<file path="src/rtl/tdly_pkg.sv">
package tdly_pkg;

   typedef logic [2:0] dcode_t;

   typedef struct packed {
      logic   byp;
      logic   half;
      logic   mux;
      dcode_t dc;
      dcode_t cc;
   } tcfg_t;

   localparam tcfg_t CFG_RST = '{byp: 1'b1, half: 1'b0, mux: 1'b0,
                                 dc: 3'b110, cc: 3'b110};

   localparam dcode_t CODE_RSVD = 3'b100;

   // signed step count of a delay code (reserved code reads as zero)
   function automatic logic signed [3:0] code_steps(input dcode_t c);
      logic signed [3:0] s;
      case (c)
         3'b001:  s = 4'sd1;
         3'b010:  s = 4'sd2;
         3'b011:  s = 4'sd3;
         3'b101:  s = -4'sd1;
         3'b110:  s = -4'sd2;
         3'b111:  s = -4'sd3;
         default: s = 4'sd0;
      endcase
      return s;
   endfunction

   function automatic logic cfg_legal(input tcfg_t c);
      logic ok;
      ok = (c.dc != CODE_RSVD) && (c.cc != CODE_RSVD);
      if (c.byp && (code_steps(c.cc) > code_steps(c.dc)))
         ok = 1'b0;
      return ok;
   endfunction

endpackage

</file>
<file path="src/rtl/tdly_cfg_guard.sv">
module tdly_cfg_guard
   import tdly_pkg::*;
#(
   parameter bit LOAD_AT_STROBE = 1'b1
) (
   input  logic  clk,
   input  logic  rst_n,
   input  logic  strobe,
   input  tcfg_t req,
   output tcfg_t act,
   output logic  bad
);

   logic legal;
   logic load;

   assign legal = cfg_legal(req);

   generate
      if (LOAD_AT_STROBE) begin : g_sync_load
         assign load = legal & strobe;
      end else begin : g_free_load
         assign load = legal;
      end
   endgenerate

   always_ff @(posedge clk or negedge rst_n) begin
      if (!rst_n) begin
         act <= CFG_RST;
         bad <= 1'b0;
      end else begin
         bad <= ~legal;
         if (load)
            act <= req;
      end
   end

endmodule

</file>
<file path="src/rtl/tdly_phase.sv">
module tdly_phase #(
   parameter int PHASES = 16,
   localparam int PW    = $clog2(PHASES)
) (
   input  logic          clk,
   input  logic          rst_n,
   input  logic          strobe,
   output logic [PW-1:0] pos
);

   logic [PW-1:0] age;

   assign pos = strobe ? '0 : PW'(age + 1'b1);

   always_ff @(posedge clk or negedge rst_n) begin
      if (!rst_n)
         age <= '0;
      else
         age <= pos;
   end

endmodule

</file>
<file path="src/rtl/tdly_launch.sv">
module tdly_launch
   import tdly_pkg::*;
#(
   parameter int W        = 10,
   parameter int PHASES   = 16,
   parameter int CLK_BASE = 3,
   parameter int GAP      = 2,
   localparam int PW      = $clog2(PHASES),
   localparam int HALF    = PHASES / 2,
   localparam int DAT_BASE = CLK_BASE + GAP
) (
   input  logic          clk,
   input  logic          rst_n,
   input  logic          strobe,
   input  logic [W-1:0]  din,
   input  logic [PW-1:0] pos,
   input  tcfg_t         act,
   output logic [PW-1:0] dat_off,
   output logic [PW-1:0] clk_off,
   output logic [W-1:0]  dout,
   output logic          dclk
);

   logic [W-1:0]  cap;
   logic [PW-1:0] clk_fall;
   int            d_ticks;
   int            c_ticks;

   always_comb begin
      c_ticks = CLK_BASE + int'(code_steps(act.cc));
      d_ticks = DAT_BASE + int'(code_steps(act.dc));
      if (act.half && !act.mux)
         d_ticks = d_ticks + HALF;
      clk_off  = PW'(c_ticks);
      dat_off  = PW'(d_ticks);
      clk_fall = PW'(c_ticks + HALF);
   end

   always_ff @(posedge clk or negedge rst_n) begin
      if (!rst_n) begin
         cap  <= '0;
         dout <= '0;
         dclk <= 1'b0;
      end else begin
         if (strobe)
            cap <= din;
         if (pos == dat_off)
            dout <= cap;
         if (pos == clk_off)
            dclk <= 1'b1;
         else if (pos == clk_fall)
            dclk <= 1'b0;
      end
   end

endmodule

</file>
<file path="src/rtl/tdly_out.sv">
module tdly_out
   import tdly_pkg::*;
#(
   parameter int W              = 10,
   parameter int PHASES         = 16,
   parameter bit LOAD_AT_STROBE = 1'b1,
   localparam int PW            = $clog2(PHASES)
) (
   input  logic         clk,
   input  logic         rst_n,
   input  logic         smp_stb,
   input  logic [W-1:0] din,
   input  logic         mux_mode,
   input  logic         aln_bypass,
   input  logic         half_dly,
   input  logic [2:0]   dat_code,
   input  logic [2:0]   clk_code,
   output logic [W-1:0] dout,
   output logic         dclk,
   output logic         cfg_bad
);

   generate
      if (PHASES != 16) begin : g_chk_phases
         $error("tdly_out: codes are in sixteenths, PHASES must be 16");
      end
      if (W < 1) begin : g_chk_width
         $error("tdly_out: W must be at least 1");
      end
   endgenerate

   tcfg_t         req_w;
   tcfg_t         act_w;
   logic [PW-1:0] pos_w;
   logic [PW-1:0] dat_off_w;
   logic [PW-1:0] clk_off_w;

   assign req_w = '{byp: aln_bypass, half: half_dly, mux: mux_mode,
                    dc: dat_code, cc: clk_code};

   tdly_cfg_guard #(.LOAD_AT_STROBE(LOAD_AT_STROBE)) u_guard (
      .clk    (clk),
      .rst_n  (rst_n),
      .strobe (smp_stb),
      .req    (req_w),
      .act    (act_w),
      .bad    (cfg_bad)
   );

   tdly_phase #(.PHASES(PHASES)) u_phase (
      .clk    (clk),
      .rst_n  (rst_n),
      .strobe (smp_stb),
      .pos    (pos_w)
   );

   tdly_launch #(.W(W), .PHASES(PHASES)) u_launch (
      .clk     (clk),
      .rst_n   (rst_n),
      .strobe  (smp_stb),
      .din     (din),
      .pos     (pos_w),
      .act     (act_w),
      .dat_off (dat_off_w),
      .clk_off (clk_off_w),
      .dout    (dout),
      .dclk    (dclk)
   );

endmodule

</file>
<file path="config.mk">
export PLATFORM = sky130hd
export DESIGN_NAME = tdly_out
export DESIGN_NICKNAME = d
export VERILOG_FILES = /design/src/rtl/tdly_pkg.sv /design/src/rtl/tdly_cfg_guard.sv /design/src/rtl/tdly_phase.sv /design/src/rtl/tdly_launch.sv /design/src/rtl/tdly_out.sv
export SDC_FILE = /design/constraint.sdc
export NUM_CORES = 1
export LEC_CHECK = 0
export BUFFER_PORTS_ARGS = -buffer_cell sky130_fd_sc_hd__buf_2
export CAP_MARGIN = 30
export CORE_MARGIN = 3
export CORE_UTILIZATION = 55
export CTS_CLUSTER_DIAMETER = 50
export DETAILED_ROUTE_END_ITERATION = 8
export PLACE_DENSITY_LB_ADDON = 0.1
export SLEW_MARGIN = 40
export SYNTH_ARGS = -nofsm -noshare
export SYNTH_HDL_FRONTEND = slang
export SYNTH_SLANG_ARGS = --single-unit
</file>
<file path="constraint.sdc">
create_clock -name clk -period 3.6 [get_ports clk]
set_clock_uncertainty 0.15 [all_clocks]
set_input_delay 0.36 -clock clk [delete_from_list [all_inputs] [get_ports clk]]
set_output_delay 0.36 -clock clk [all_outputs]
set_load 0.03 [all_outputs]
</file>
Yosys cells after proc, flatten, opt, wreduce, memory -nomap -nowiden
Cells that the tools add are included.
{"block": "classes", "reduce_logical": 5, "bitwise_logic": 2, "n_mux": 9, "add_sub_neg": 5, "magnitude_cmp": 1, "eq_ne": 29}
{"op": "4-bit case mux with 6 select lines", "n": 4}
{"op": "3-bit equality test (second input constant)", "n": 12}
{"op": "3-bit by 2-bit equality test with 1-bit output (second input constant)", "n": 8}
{"op": "3-bit by 1-bit equality test with 1-bit output (second input constant)", "n": 4}
{"op": "4-bit equality test", "n": 3}
{"op": "4-bit adder (second input constant)", "n": 2}
{"op": "4-bit two-way mux", "n": 2}
{"op": "3-bit inequality test (second input constant)", "n": 2}
{"op": "3-bit by 4-bit adder with 4-bit output (first input constant)", "n": 1}
{"op": "4-bit by 1-bit adder with 4-bit output (second input constant)", "n": 1}
{"op": "4-bit adder (first input constant)", "n": 1}
{"op": "4-bit > comparator", "n": 1}
{"op": "1-bit logical AND", "n": 3}
{"op": "1-bit two-way mux", "n": 3}
{"op": "2-bit nonzero test", "n": 1}
{"op": "1-bit AND", "n": 1}
{"op": "1-bit logical NOT", "n": 1}
{"op": "1-bit inverter", "n": 1}
{"block": "word_totals", "wordCells": 60, "in_bits": 22, "reg_bits": 34, "output_inout_bits": 12}

Logic depth before layout (Yosys ltp)
Gate-level depths: netlist of the first run.
{"block": "depth", "word_depth": 7, "mapped_depth": 9, "ltp_nobuf": 8}

By module
A second synthesis of the first run with hierarchy kept.
{"block": "hier_totals", "hier_cells": 132, "area_unflattened_um2": 1790.5}
{"module": "tdly_launch", "cells_each": 79, "area_each_um2": 1033.5, "n_inst": 1, "seq_area_each_um2": 525.5}
{"module": "tdly_cfg_guard", "cells_each": 40, "area_each_um2": 586.8, "n_inst": 1, "seq_area_each_um2": 256.5}
{"module": "tdly_phase", "cells_each": 13, "area_each_um2": 170.2, "n_inst": 1, "seq_area_each_um2": 100.1}

Least setup slack after synthesis of the first run
Ideal clock, no wire load.
{"block": "synth_timing", "kind": "in2reg", "startpoint": "in clk_code[2]", "endpoint": "reg u_guard.act[0] (netlist name)", "setup_time_ns": 0.125, "arrival_time_ns": 2.051, "setup_slack_ns": 1.274, "required_time_ns": 3.325, "n_path_buf": 0, "stages": 8, "path_cell_list": "nand2_1 xnor2_1 ha_1 nor2b_1 o311ai_0 o21ai_0 a21oi_2 mux2_2"}
{"block": "synth_via", "elab_chain_len": 6, "word_cells_on_any_way": 13, "cone_classes": "order compare: 1; eq/ne: 7; mux: 2; bitwise: 1; reduce/logical: 2"}
{"item": "start: declaration", "line": "tdly_out.sv:17", "text": "input logic [2:0] clk_code,"}
{"item": "3-bit equality test (tied with other cells)", "line": "tdly_pkg.sv:21", "text": "case (c)"}
{"item": "4-bit case mux with 6 select lines", "line": "tdly_pkg.sv:21"}
{"item": "4-bit > comparator", "line": "tdly_pkg.sv:36", "text": "if (c.byp && (code_steps(c.cc) > code_steps(c.dc)))"}
{"item": "1-bit logical AND", "line": "tdly_pkg.sv:36"}
{"item": "1-bit two-way mux (*)", "line": "tdly_pkg.sv:36"}
{"item": "1-bit AND (*)", "line": "tdly_cfg_guard.sv:21", "text": "assign load = legal & strobe;"}
Mark *: on every way between the ends. The rest lies on a longest branch, timed or not.
A chain may end at the register's enable or synchronous reset.

Worst setup path in the final report of the first run
{"block": "layout_timing", "startpoint": "reg u_guard.act[5] (netlist name)", "endpoint": "reg u_launch.dout[7]"}
{"block": "layout_via", "elab_chain_len": 6, "word_cells_on_any_way": 11, "cone_classes": "add/sub: 2; eq/ne: 7; mux: 2"}
{"item": "3-bit equality test (tied with other cells)", "line": "tdly_pkg.sv:21"}
{"item": "4-bit case mux with 6 select lines (*)", "line": "tdly_pkg.sv:21"}
{"item": "4-bit adder (*)", "line": "tdly_launch.sv:31", "text": "d_ticks = DAT_BASE + int'(code_steps(act.dc));"}
{"item": "4-bit adder", "line": "tdly_launch.sv:33", "text": "d_ticks = d_ticks + HALF;"}
{"item": "4-bit two-way mux (*)", "line": "tdly_launch.sv:32", "text": "if (act.half && !act.mux)"}
{"item": "4-bit equality test (*)", "line": "tdly_launch.sv:47", "text": "if (pos == dat_off)"}
{"item": "end signal: assignment", "line": "tdly_launch.sv:48", "text": "dout <= cap;"}
{"item": "end: declaration", "line": "tdly_launch.sv:20", "text": "output logic [W-1:0] dout,"}
Marked as above.

==> qor.log, run 1 <==
INFO  clock_tree     clk_latency=0.32ns
INFO  layout         finalNetCount=196
INFO  pwr            power.total=1320uW
INFO  sta            max-slew-margin-rel=51.6%
INFO  die            fp.dieArea=3770um2
INFO  logic_synthesis synth_simple_gate_area_share=9.27%
INFO  pwr            internal_power_consumption=862uW
INFO  sta            min_period_over_period=70.4%
INFO  placed_design  dpl.cell_count=192
INFO  worst_setup_path path_delay_family=simple AND/OR/NAND/NOR gates
INFO  layout         drive_above_1_share=46.2%
INFO  route          via_count=1137
INFO  clock_tree     postCtsSetupRepairBufs=0
INFO  die            die_height=61.4um
INFO  grt            maximum_number_of_pins_on_one_net_before_global_route_repair=35
INFO  logic_synthesis synthCells=134
INFO  clock_tree     post_cts_resized=0
INFO  worst_setup_path cp_max_fo=10
INFO  grt            first_global_vias=1023
INFO  grt            overflow=0
INFO  route          wl_per_cell=14.8um
INFO  route          antenna_violating_nets_post_route=0
INFO  logic_synthesis synth_area_leaders=sky130_fd_sc_hd__dfrtp_1, sky130_fd_sc_hd__mux2_2, sky130_fd_sc_hd__dfstp_2
INFO  die            die_w=61.4um
INFO  logic_synthesis synth.distinct_cells=40
INFO  sta            timing.setup.tns=0ns
INFO  logic_synthesis synthArstFlopShare=100%
INFO  pwr            power_density=678nW/um2
INFO  pwr            worst_ir_drop_vdd=394uV
INFO  sta            least_setup_slack_across_all_paths_after_layout=1.07ns
INFO  logic_synthesis syn-cell-area=1690um2
INFO  job            max_cap_check_violation_count=0
INFO  pwr            combinationalPowerShare=36.8%
INFO  sta            timing.final.max_slew_violations=0
INFO  logic_synthesis synth_area_in_xor_xnor=6.08%
INFO  sta            whs=0.114ns
INFO  logic_synthesis synth_top_cells_by_count=sky130_fd_sc_hd__dfrtp_1, sky130_fd_sc_hd__mux2_2, sky130_fd_sc_hd__nand2_1, sky130_fd_sc_hd__nor2_1, sky130_fd_sc_hd__xnor2_1
INFO  route          wirelength=2960um
INFO  logic_synthesis total_of_warnings_raised_by_yosys=0
INFO  worst_setup_path worstPathArrival=2.59ns
INFO  worst_setup_path setup.worst_path.class=reg2reg
INFO  route          first_iter_violations=18
INFO  die            rows=19
INFO  layout         storage_cell_area=856um2
INFO  logic_synthesis synth.ff_latch_count=34
INFO  clock_tree     clk_transition_reported_paths=0.10ns
INFO  clock_tree     clockBufferDepth=2
INFO  die            core_region_area=2830um2
INFO  layout         antennaDiodeCount=0
INFO  layout         areaGrowthSynthToFinish=15.6%
INFO  clock_tree     cts_tree=built
INFO  logic_synthesis synth_largest_type_area_fraction=44.5%
INFO  logic_synthesis synth_edf_count=0
INFO  clock_tree     cts_hold_repair.buffers=1
INFO  pwr            power.net_switching=460uW
INFO  worst_setup_path slowest_stage=sky130_fd_sc_hd__dfstp_2
INFO  placed_design  place_worst_setup_slack=0.909ns
INFO  pwr            leakage=0.000905uW
INFO  logic_synthesis synth_nets=161
INFO  worst_setup_path cell_chain_of_the_critical_path=nand2_1, xnor2_1, ha_1, nor4_1, a31oi_1, o32ai_1, nand3_2, mux2_2
INFO  hold_path      hp-class=in2reg
INFO  sta            setup_viol_count_final=0
INFO  worst_setup_path cp-end-kind=register
INFO  logic_synthesis ys_seq_area_share=50.7%
INFO  sta            clock.fmax=395MHz
INFO  layout         multi_input_comb_area=781um2
INFO  route          detail_route.first_pass.iterations=4
INFO  route          via_per_inst=5.69
INFO  logic_synthesis netlist.top_cell.by_area=sky130_fd_sc_hd__dfrtp_1
INFO  placed_design  global_placer_s_final_weighted_congestion=0.765
INFO  route          drc=0
INFO  pwr            power.share.sequential=41.8%
INFO  logic_synthesis syn_avg_cell_area=12.6um2
INFO  sta            period_minus_slack=2.53ns
INFO  die            ios=34
INFO  clock_tree     number_of_clock_buffers_inserted_by_tritoncts=5
INFO  worst_setup_path setup.worst_path.start_class=register
INFO  outcome        status=complete, no violations
INFO  placed_design  port_buffers=33
INFO  sta            max_slew.worst_pin.slew=0.727ns
INFO  clock_tree     clock_tree.root_cell=sky130_fd_sc_hd__clkbuf_4
INFO  logic_synthesis synth_top_family_by_area=multiplexers
INFO  die            start_util=59.7%
INFO  clock_tree     cts.htree.levels=2
INFO  logic_synthesis yosysMostFrequentCell=sky130_fd_sc_hd__dfrtp_1
INFO  worst_setup_path crit_path_max_incr_delay=0.57ns
INFO  logic_synthesis yosys.area_share.adder=3.71%
INFO  grt            grt_pass1_wl=4690um
INFO  logic_synthesis synth_mux_area_share=20.1%
INFO  logic_synthesis yosys_most_used_dff=sky130_fd_sc_hd__dfrtp_1
INFO  sta            final_hold_viol_count=0
INFO  grt            grt_util_all_layers=17.2%
INFO  sta            setup_repair_after_global_routing_missed_its_margin=false
INFO  clock_tree     clock_sinks=34
INFO  logic_synthesis synthesized_area_fraction_occupied_by_ao_oa_aoi_and_oai_cells=7.12%
INFO  layout         final_cell_count_no_fill=200
INFO  worst_setup_path cp.buffers_inverters=0
INFO  worst_setup_path critPathRequiredTime=3.66ns
INFO  layout         n_fill_cell=214
INFO  pwr            switching_share=34.8%
INFO  placed_design  dp_hpwl=2180um
INFO  pwr            pwr-share-clk=21.4%
INFO  grt            antenna_violations_before_repair=0
sequential cells by signal, indices dropped and copies added (netlist names):
signal         cells
u_launch.cap      10
u_launch.dout     10
u_guard.act        8
u_phase.age        4
u_guard.bad        1
u_launch.dclk      1
cells by family after synthesis:
kind of cell	Yosys count
adders and majority gates	5
and+or+nand+nor	28
muxes	30
DFF	34
xor gates and xnor gates	10
buffers and inverters	11
AOI/OAI and AO/OA	16
power by group through the flow:
stage	clock (uW)	sequential [uW]	combinational, uW
3_3_place_gp	0	552	475
2_1_floorplan	0	674	244
3_5_place_dp	0	562	491
4_1_cts	291	554	493
6_report	283	552	487
5_1_grt	309	566	530
through the flow:
step / area (um2) / util (%)
floorplan: 1690 / -
global placement: 1860 / 65.7
detailed placement: 1860 / 65.7
CTS: 1950 / 69.0
global route: 1950 / 69.0
finish: 1950 / 69.0
placed cells by master, fill, tap and decap left out, types with 2 or more instances in the layout:
cell type,instances
sky130_fd_sc_hd__nand2_1,7
sky130_fd_sc_hd__nor2_1,7
sky130_fd_sc_hd__dfrtp_1,30
sky130_fd_sc_hd__ha_1,5
sky130_fd_sc_hd__dfstp_2,4
sky130_fd_sc_hd__nor2b_1,4
sky130_fd_sc_hd__clkbuf_4,5
sky130_fd_sc_hd__mux2_2,28
sky130_fd_sc_hd__inv_1,5
sky130_fd_sc_hd__o21ai_0,4
sky130_fd_sc_hd__xnor2_1,7
sky130_fd_sc_hd__xor2_1,2
sky130_fd_sc_hd__buf_2,33
area by class of cell:
cell class / count / area share, %
clock buffers: 6 / 2.63
clock inverters: 1 / 1.54
inverters: 5 / 0.962
multi-input cells: 89 / 40.0
flip-flops and latches: 34 / 43.9
well taps: 31 / 1.99
repair buffers: 34 / 8.98
per-layer routing:
layer	vias to the layer above	wire length, um	global-route usage (%)
li1	540	-	-
met1	558	1290	23.2
met2	34	1470	26.6
met3	5	162	4.40
met4	0	41	7.27
met5	-	0	0
final timing paths:
| kind | startpoint | endpoint | slack, ns | depth (start not counted) |
|---|---|---|---|---|
| max | u_guard.act[5] | u_launch.dout[7] | 1.07 | 8 |
| min | din[7] | u_launch.cap[7] | 0.11 | 2 |
| max reg2reg | u_guard.act[5] | u_launch.dout[7] | 1.07 | 8 |
| min reg2reg | u_launch.dout[4] | u_launch.dout[4] | 0.36 | 1 |
| max in group asynchronous | rst_n | u_launch.dout[0] | 2.37 | 2 |
| min in group asynchronous | rst_n | u_phase.age[0] | 0.47 | 2 |
(Power assumes the default switching activity.)
==> inputs of run 2 (changes only) <==
CORE_UTILIZATION = 49   (was 55)
clock period = 2.32 ns   (was 3.6 ns; I/O delays follow)
==> qor.log, run 2 (synthesized netlist as in run 1, its figures left out) <==
INFO  outcome        status=complete, no violations
INFO  route          first_iter_violations=34 [+16]
INFO  grt            antenna_violations_before_repair=0 [unchanged]
INFO  worst_setup_path cp_max_fo=4 [-6]
INFO  layout         areaGrowthSynthToFinish=32.8%
INFO  route          via_per_inst=5.01 [-12%]
INFO  worst_setup_path slowest_stage=sky130_fd_sc_hd__dfstp_2
INFO  worst_setup_path cp-end-kind=register
INFO  worst_setup_path worstPathArrival=2.32ns [-0.27 ns]
INFO  layout         final_cell_count_no_fill=242 [+21%]
INFO  die            die_height=64.7um [+5.4%]
INFO  pwr            worst_ir_drop_vdd=454uV [+15%]
INFO  route          via_count=1213 [+6.7%]
INFO  grt            overflow=0 [unchanged]
INFO  sta            setup_repair_after_global_routing_missed_its_margin=true
INFO  worst_setup_path timing.reg2reg.worst_path_depth=8 [unchanged]
INFO  route          antenna_violating_nets_post_route=0 [unchanged]
INFO  grt            grt_pass1_wl=5340um [+14%]
INFO  layout         antennaDiodeCount=0 [unchanged]
INFO  die            core_region_area=3180um2 [+12%]
INFO  layout         finalNetCount=224 [+14%]
INFO  sta            max-slew-margin-rel=51.1% [-0.51 points]
INFO  clock_tree     cts_tree=built
INFO  layout         final_cell_mix=sky130_fd_sc_hd__buf_2, sky130_fd_sc_hd__dfrtp_1, sky130_fd_sc_hd__mux2_2
INFO  sta            clock.fmax=444MHz [+12%]
INFO  worst_setup_path setup.worst_path.class=reg2reg
INFO  pwr            leakage=0.00103uW [+14%]
INFO  worst_setup_path cell_chain_of_the_critical_path=nand2_2, xnor2_1, ha_1, buf_6, o32ai_4, nand3_2, buf_6, mux2_2
INFO  sta            least_setup_slack_across_all_paths_after_layout=0.0663ns [-0.999 ns]
INFO  pwr            power_density=929nW/um2 [+37%]
INFO  sta            whs=0.0519ns [-0.0625 ns]
INFO  clock_tree     clk_latency=0.33ns [about the same]
INFO  grt            maximum_number_of_pins_on_one_net_before_global_route_repair=35 [unchanged]
INFO  worst_setup_path worst_path_most_repeated_cell=sky130_fd_sc_hd__buf_6
INFO  layout         reg.largest.list=u_launch.cap (10), u_launch.dout (10), u_guard.act (8)
INFO  sta            setup_viol_count_final=0 [unchanged]
INFO  die            fp.dieArea=4180um2 [+11%]
INFO  worst_setup_path crit_path_max_incr_delay=0.55ns [-0.02 ns]
INFO  sta            min_period_over_period=97.1% [+27 points]
INFO  grt            grt_util_all_layers=16.8% [-0.41 points]
INFO  clock_tree     number_of_clock_buffers_inserted_by_tritoncts=5 [unchanged]
INFO  worst_setup_path cp-endpoint=u_launch.dout[7]
INFO  route          detail_route.first_pass.iterations=4 [unchanged]
INFO  clock_tree     clock_sinks=34 [unchanged]
INFO  placed_design  dpl.cell_count=218 [+14%]
INFO  route          wirelength=3180um [+7.5%]
INFO  sta            timing.setup.tns=0ns [unchanged]
INFO  layout         drive_above_1_share=49.0% [+2.8 points]
INFO  route          wl_per_cell=13.1um [-11%]
INFO  grt            first_global_vias=1269 [+24%]
INFO  sta            final_hold_viol_count=0 [unchanged]
INFO  clock_tree     clock_tree.root_cell=sky130_fd_sc_hd__clkbuf_4
INFO  clock_tree     clockBufferDepth=2 [unchanged]
INFO  layout         layout.cells.most_common=sky130_fd_sc_hd__buf_2
INFO  worst_setup_path setup.worst_path.start=u_guard.act[5]
INFO  sta            period_minus_slack=2.25ns [-0.281 ns]
INFO  die            die_w=64.7um [+5.4%]
INFO  die            ios=34 [unchanged]
INFO  worst_setup_path startpoint_of_the_worst_register_to_register_path=u_guard.act[5]
INFO  layout         fin_util=70.6% [+1.6 points]
INFO  sta            max_slew.worst_pin.slew=0.734ns [+0.00759 ns]
INFO  placed_design  dp_hpwl=2330um [+6.5%]
INFO  worst_setup_path r2r_slack=0.07ns [-1.00 ns]
INFO  worst_setup_path worstReg2RegEnd=u_launch.dout[7]
INFO  placed_design  place_worst_setup_slack=-0.123ns [-1.03 ns]
INFO  clock_tree     clk_transition_reported_paths=0.09ns [about the same]
INFO  die            start_util=53.1% [-6.6 points]
INFO  placed_design  global_placer_s_final_weighted_congestion=0.788 [+3.0%]
INFO  worst_setup_path critPathRequiredTime=2.38ns [-1.28 ns]
INFO  placed_design  port_buffers=33 [unchanged]
INFO  route          drc=0 [unchanged]
INFO  sta            timing.final.max_slew_violations=0 [unchanged]
INFO  job            max_cap_check_violation_count=0 [unchanged]
INFO  hold_path      hp-class=in2reg
INFO  die            rows=20 [+1]
INFO  worst_setup_path setup.worst_path.start_class=register
INFO  clock_tree     cts.htree.levels=2 [unchanged]
-- run 2: changes by cell type in the layout (fill, tap and decap cells not counted), moves of 2 or more --
cell                            before  now
sky130_fd_sc_hd__buf_4               0   12
sky130_fd_sc_hd__dlygate4sd3_1       1   14
sky130_fd_sc_hd__clkinv_2            0    2
sky130_fd_sc_hd__buf_6               0    3
-- run 2: worst max-delay path: cells and delay by family, from the launching register on --
family          cells  cell delay (ns)
flops               1             0.55
fa+ha+maj           1             0.33
buf+inv             2             0.30
compound gates      1             0.27
mux                 1             0.26
simple gates        2             0.17
xor+xnor            1             0.12
-- run 2: worst min path at each step --
stage / to / depth (start not counted) / slack (ns) / startpoint
6_report: u_guard.act[1] / 2 / 0.05 / clk_code[1]
5_1_grt: u_guard.act[1] / 2 / 0.05 / clk_code[1]
4_1_cts: u_guard.act[1] / 2 / 0.03 / clk_code[1]
3_5_place_dp: u_launch.dclk / 1 / 0.19 / rst_n
3_3_place_gp: u_phase.age[3] / 1 / 0.17 / rst_n
2_1_floorplan: u_guard.act[0] / 0 / -0.21 / rst_n
-- run 2: cell type report --
type | instances | area [um2]
clock buffer | 6 | 41.3
multi-input combinational | 89 | 832
tap | 44 | 55.1
inverter | 5 | 18.8
timing repair buffer | 62 | 429
clock inverter | 2 | 10.0
sequential | 34 | 856
fill | 238 | 936
-- run 2: timing repair --
action | CTS | global route
pin swaps | 2 | 0
hold buffers | 14 | 0
buffers inserted | 2 | 0
setup endpoints to repair | 10 | 10
resized for setup | 1 | 9
gates cloned | 0 | 0
hold endpoints to repair | 43 | 0
-- run 2: power breakdown --
group          switching, uW  total, uW  internal [uW]
clock network            189        304            115
registers               90.9        850            759
logic                    494        929            435
-- run 2: per-stage QoR --
step | power [uW] | area, um2
after floorplan | 1420 | 1690
after CTS | 2030 | 2190
final | 2080 | 2240
after global placement | 1640 | 1970
after global routing | 2220 | 2240
after detailed placement | 1680 | 1970
-- run 2: per-layer routing --
metal	vias to the layer above	track usage, %	routed length, um
met3	6	4.33	136
met1	584	17.7	1340
li1	598	-	-
met4	0	7.12	36
met5	-	0	0
met2	25	31.4	1670
==> inputs of run 3 (changes only) <==
RECOVER_POWER = 25   (was default)
==> qor.log, run 3 (synthesized netlist as in run 1, its figures left out) <==
INFO  route          drc=0 [unchanged]
INFO  clock_tree     cts.htree.levels=2 [unchanged]
INFO  outcome        status=complete, no violations
INFO  pwr            leakage=0.00103uW [about the same]
INFO  layout         drive_above_1_share=49.0% [unchanged]
INFO  clock_tree     clock_sinks=34 [unchanged]
INFO  grt            grt_util_all_layers=16.8% [unchanged]
INFO  route          via_per_inst=5.00 [-0.33%]
INFO  grt            grt.met3_usage=4.33% [unchanged]
INFO  sta            setup_repair_after_global_routing_missed_its_margin=true
INFO  clock_tree     clk_latency=0.33ns [about the same]
INFO  layout         finalNetCount=224 [unchanged]
INFO  clock_tree     number_of_clock_buffers_inserted_by_tritoncts=5 [unchanged]
INFO  job            max_cap_check_violation_count=0 [unchanged]
INFO  grt            grtUsageMet2=31.4% [unchanged]
INFO  clock_tree     clk_transition_reported_paths=0.09ns [about the same]
INFO  layout         layout.cells.most_common=sky130_fd_sc_hd__buf_2
INFO  sta            min_period_over_period=97.0% [-0.13 points]
INFO  worst_setup_path slowest_stage=sky130_fd_sc_hd__dfstp_2
INFO  sta            period_minus_slack=2.25ns [-0.00301 ns]
INFO  sta            timing.final.max_slew_violations=0 [unchanged]
INFO  die            core_region_area=3180um2 [unchanged]
INFO  sta            final_hold_viol_count=0 [unchanged]
INFO  sta            max_slew.worst_pin.slew=0.804ns [+0.0696 ns]
INFO  sta            max-slew-margin-rel=46.4% [-4.6 points]
INFO  placed_design  dp_hpwl=2330um [unchanged]
INFO  route          wirelength=3170um [-0.44%]
INFO  worst_setup_path setup.worst_path.start_class=register
INFO  route          first_iter_violations=34 [unchanged]
INFO  die            die_height=64.7um [unchanged]
INFO  worst_setup_path path_delay_family=flip-flops
INFO  layout         antennaDiodeCount=0 [unchanged]
INFO  worst_setup_path worst_path_most_repeated_cell=sky130_fd_sc_hd__buf_6
INFO  hold_path      hp-class=in2reg
INFO  die            die_w=64.7um [unchanged]
INFO  worst_setup_path worstPathArrival=2.31ns [about the same]
INFO  pwr            power.total=2080uW [-0.12%]
INFO  grt            maximum_number_of_pins_on_one_net_before_global_route_repair=35 [unchanged]
INFO  sta            clock.fmax=444MHz [+0.13%]
INFO  route          via_count=1209 [-0.33%]
INFO  layout         areaGrowthSynthToFinish=32.8% [unchanged]
INFO  clock_tree     cts_tree=built
INFO  route          wl_per_cell=13.1um [-0.44%]
INFO  grt            antenna_violations_before_repair=0 [unchanged]
INFO  placed_design  placedInstanceArea=1970um2 [unchanged]
INFO  pwr            power_density=928nW/um2 [-0.12%]
INFO  worst_setup_path cp_max_fo=4 [unchanged]
INFO  route          detail_route.first_pass.iterations=4 [unchanged]
INFO  layout         final_design_area_no_fill=2240um2 [unchanged]
INFO  die            start_util=53.1% [unchanged]
INFO  grt            grt_pass1_wl=5340um [unchanged]
INFO  route          antenna_violating_nets_post_route=0 [unchanged]
INFO  grt            grt-busiest-layer=met2
INFO  die            fp.dieArea=4180um2 [unchanged]
INFO  clock_tree     clock_tree.root_cell=sky130_fd_sc_hd__clkbuf_4
INFO  layout         final_cell_mix=sky130_fd_sc_hd__buf_2, sky130_fd_sc_hd__dfrtp_1, sky130_fd_sc_hd__mux2_2
INFO  worst_setup_path critPathRequiredTime=2.38ns [about the same]
INFO  die            rows=20 [unchanged]
INFO  grt            overflow=0 [unchanged]
INFO  grt            first_global_vias=1269 [unchanged]
INFO  grt            grtUsageMet1=17.7% [unchanged]
INFO  clock_tree     clockBufferDepth=2 [unchanged]
INFO  worst_setup_path crit_path_max_incr_delay=0.55ns [about the same]
INFO  layout         reg.largest.list=u_launch.cap (10), u_launch.dout (10), u_guard.act (8)
INFO  worst_setup_path cp.buffers_inverters=2 [unchanged]
INFO  worst_setup_path cell_chain_of_the_critical_path=nand2_2, xnor2_1, ha_1, buf_6, o32ai_4, nand3_2, buf_6, mux2_2
INFO  sta            whs=0.0522ns [+0.000279 ns]
INFO  layout         n_fill_cell=238 [unchanged]
INFO  worst_setup_path cp-end-kind=register
INFO  die            ios=34 [unchanged]
INFO  worst_setup_path setup.worst_path.class=reg2reg
INFO  placed_design  global_placer_s_final_weighted_congestion=0.788 [unchanged]
INFO  sta            setup_viol_count_final=0 [unchanged]
INFO  placed_design  port_buffers=33 [unchanged]
INFO  pwr            worst_ir_drop_vdd=453uV [-0.13%]
==> run 3: changes by cell type in the layout (fill, tap and decap cells not counted) <==
cell,before,now
sky130_fd_sc_hd__buf_2,33,32
sky130_fd_sc_hd__clkbuf_2,0,1
==> run 3: what timing repair did <==
action / CTS / global route
resized for setup: 1 / 9
setup buffers: 2 / 0
hold endpoints to repair: 43 / 0
pin swaps: 2 / 0
hold buffers: 14 / 0
endpoints found under the setup margin: 10 / 10
==> run 3: per-stage QoR <==
stage | std cells | worst slack, ns | util [%] | setup TNS, ns
2_1_floorplan | 134 | 0.0450 | - | 0
3_3_place_gp | 218 | -0.0410 | 62.1 | -0.449
3_5_place_dp | 218 | -0.123 | 62.1 | -1.43
4_1_cts | 242 | 0.0769 | 68.8 | 0
5_1_grt | 242 | -0.0219 | 70.6 | -0.174
6_report | 242 | 0.0693 | 70.6 | 0
==> run 3: report_power, final <==
part	internal, uW	switching [uW]
Combinational	435	493
Clock	115	188
Sequential	759	90.6
Total	1310	771
==> run 3: layer usage <==
layer | up-vias | share of wire [%]
li1 | 598 | -
met1 | 584 | 42
met2 | 21 | 53
met3 | 6 | 4.0
met4 | 0 | 1.1
met5 | - | 0
==> run 3: area by class of cell <==
| cell class | instances | area, um2 | area share [%] |
|---|---|---|---|
| Sequential cell | 34 | 856 | 38.2 |
| Clock buffer | 6 | 41.3 | 1.84 |
| Timing Repair Buffer | 62 | 429 | 19.1 |
| Clock inverter | 2 | 10.0 | 0.446 |
| Multi-Input combinational cell | 89 | 832 | 37.1 |
| Tap cell | 44 | 55.1 | 2.46 |
| Inverter | 5 | 18.8 | 0.837 |
==> run 3: worst reg2reg max path, cell delays in order, from the launching register on <==
cell	delay, ns
sky130_fd_sc_hd__dfstp_2	0.55
sky130_fd_sc_hd__nand2_2	0.05
sky130_fd_sc_hd__xnor2_1	0.12
sky130_fd_sc_hd__ha_1	0.33
sky130_fd_sc_hd__buf_6	0.15
sky130_fd_sc_hd__o32ai_4	0.27
sky130_fd_sc_hd__nand3_2	0.12
sky130_fd_sc_hd__buf_6	0.15
sky130_fd_sc_hd__mux2_2	0.26
==> run 3: worst paths after layout <==
path / start / end / slack, ns / cells after the start
min in group asynchronous: rst_n / u_launch.dclk / 0.36 / 2
hold / removal: clk_code[1] / u_guard.act[1] / 0.05 / 2
hold reg to reg: u_launch.dout[3] / u_launch.dout[3] / 0.36 / 1
setup / recovery: u_guard.act[5] / u_launch.dout[7] / 0.07 / 8
max in group asynchronous: rst_n / u_guard.act[7] / 1.14 / 2
setup reg to reg: u_guard.act[5] / u_launch.dout[7] / 0.07 / 8
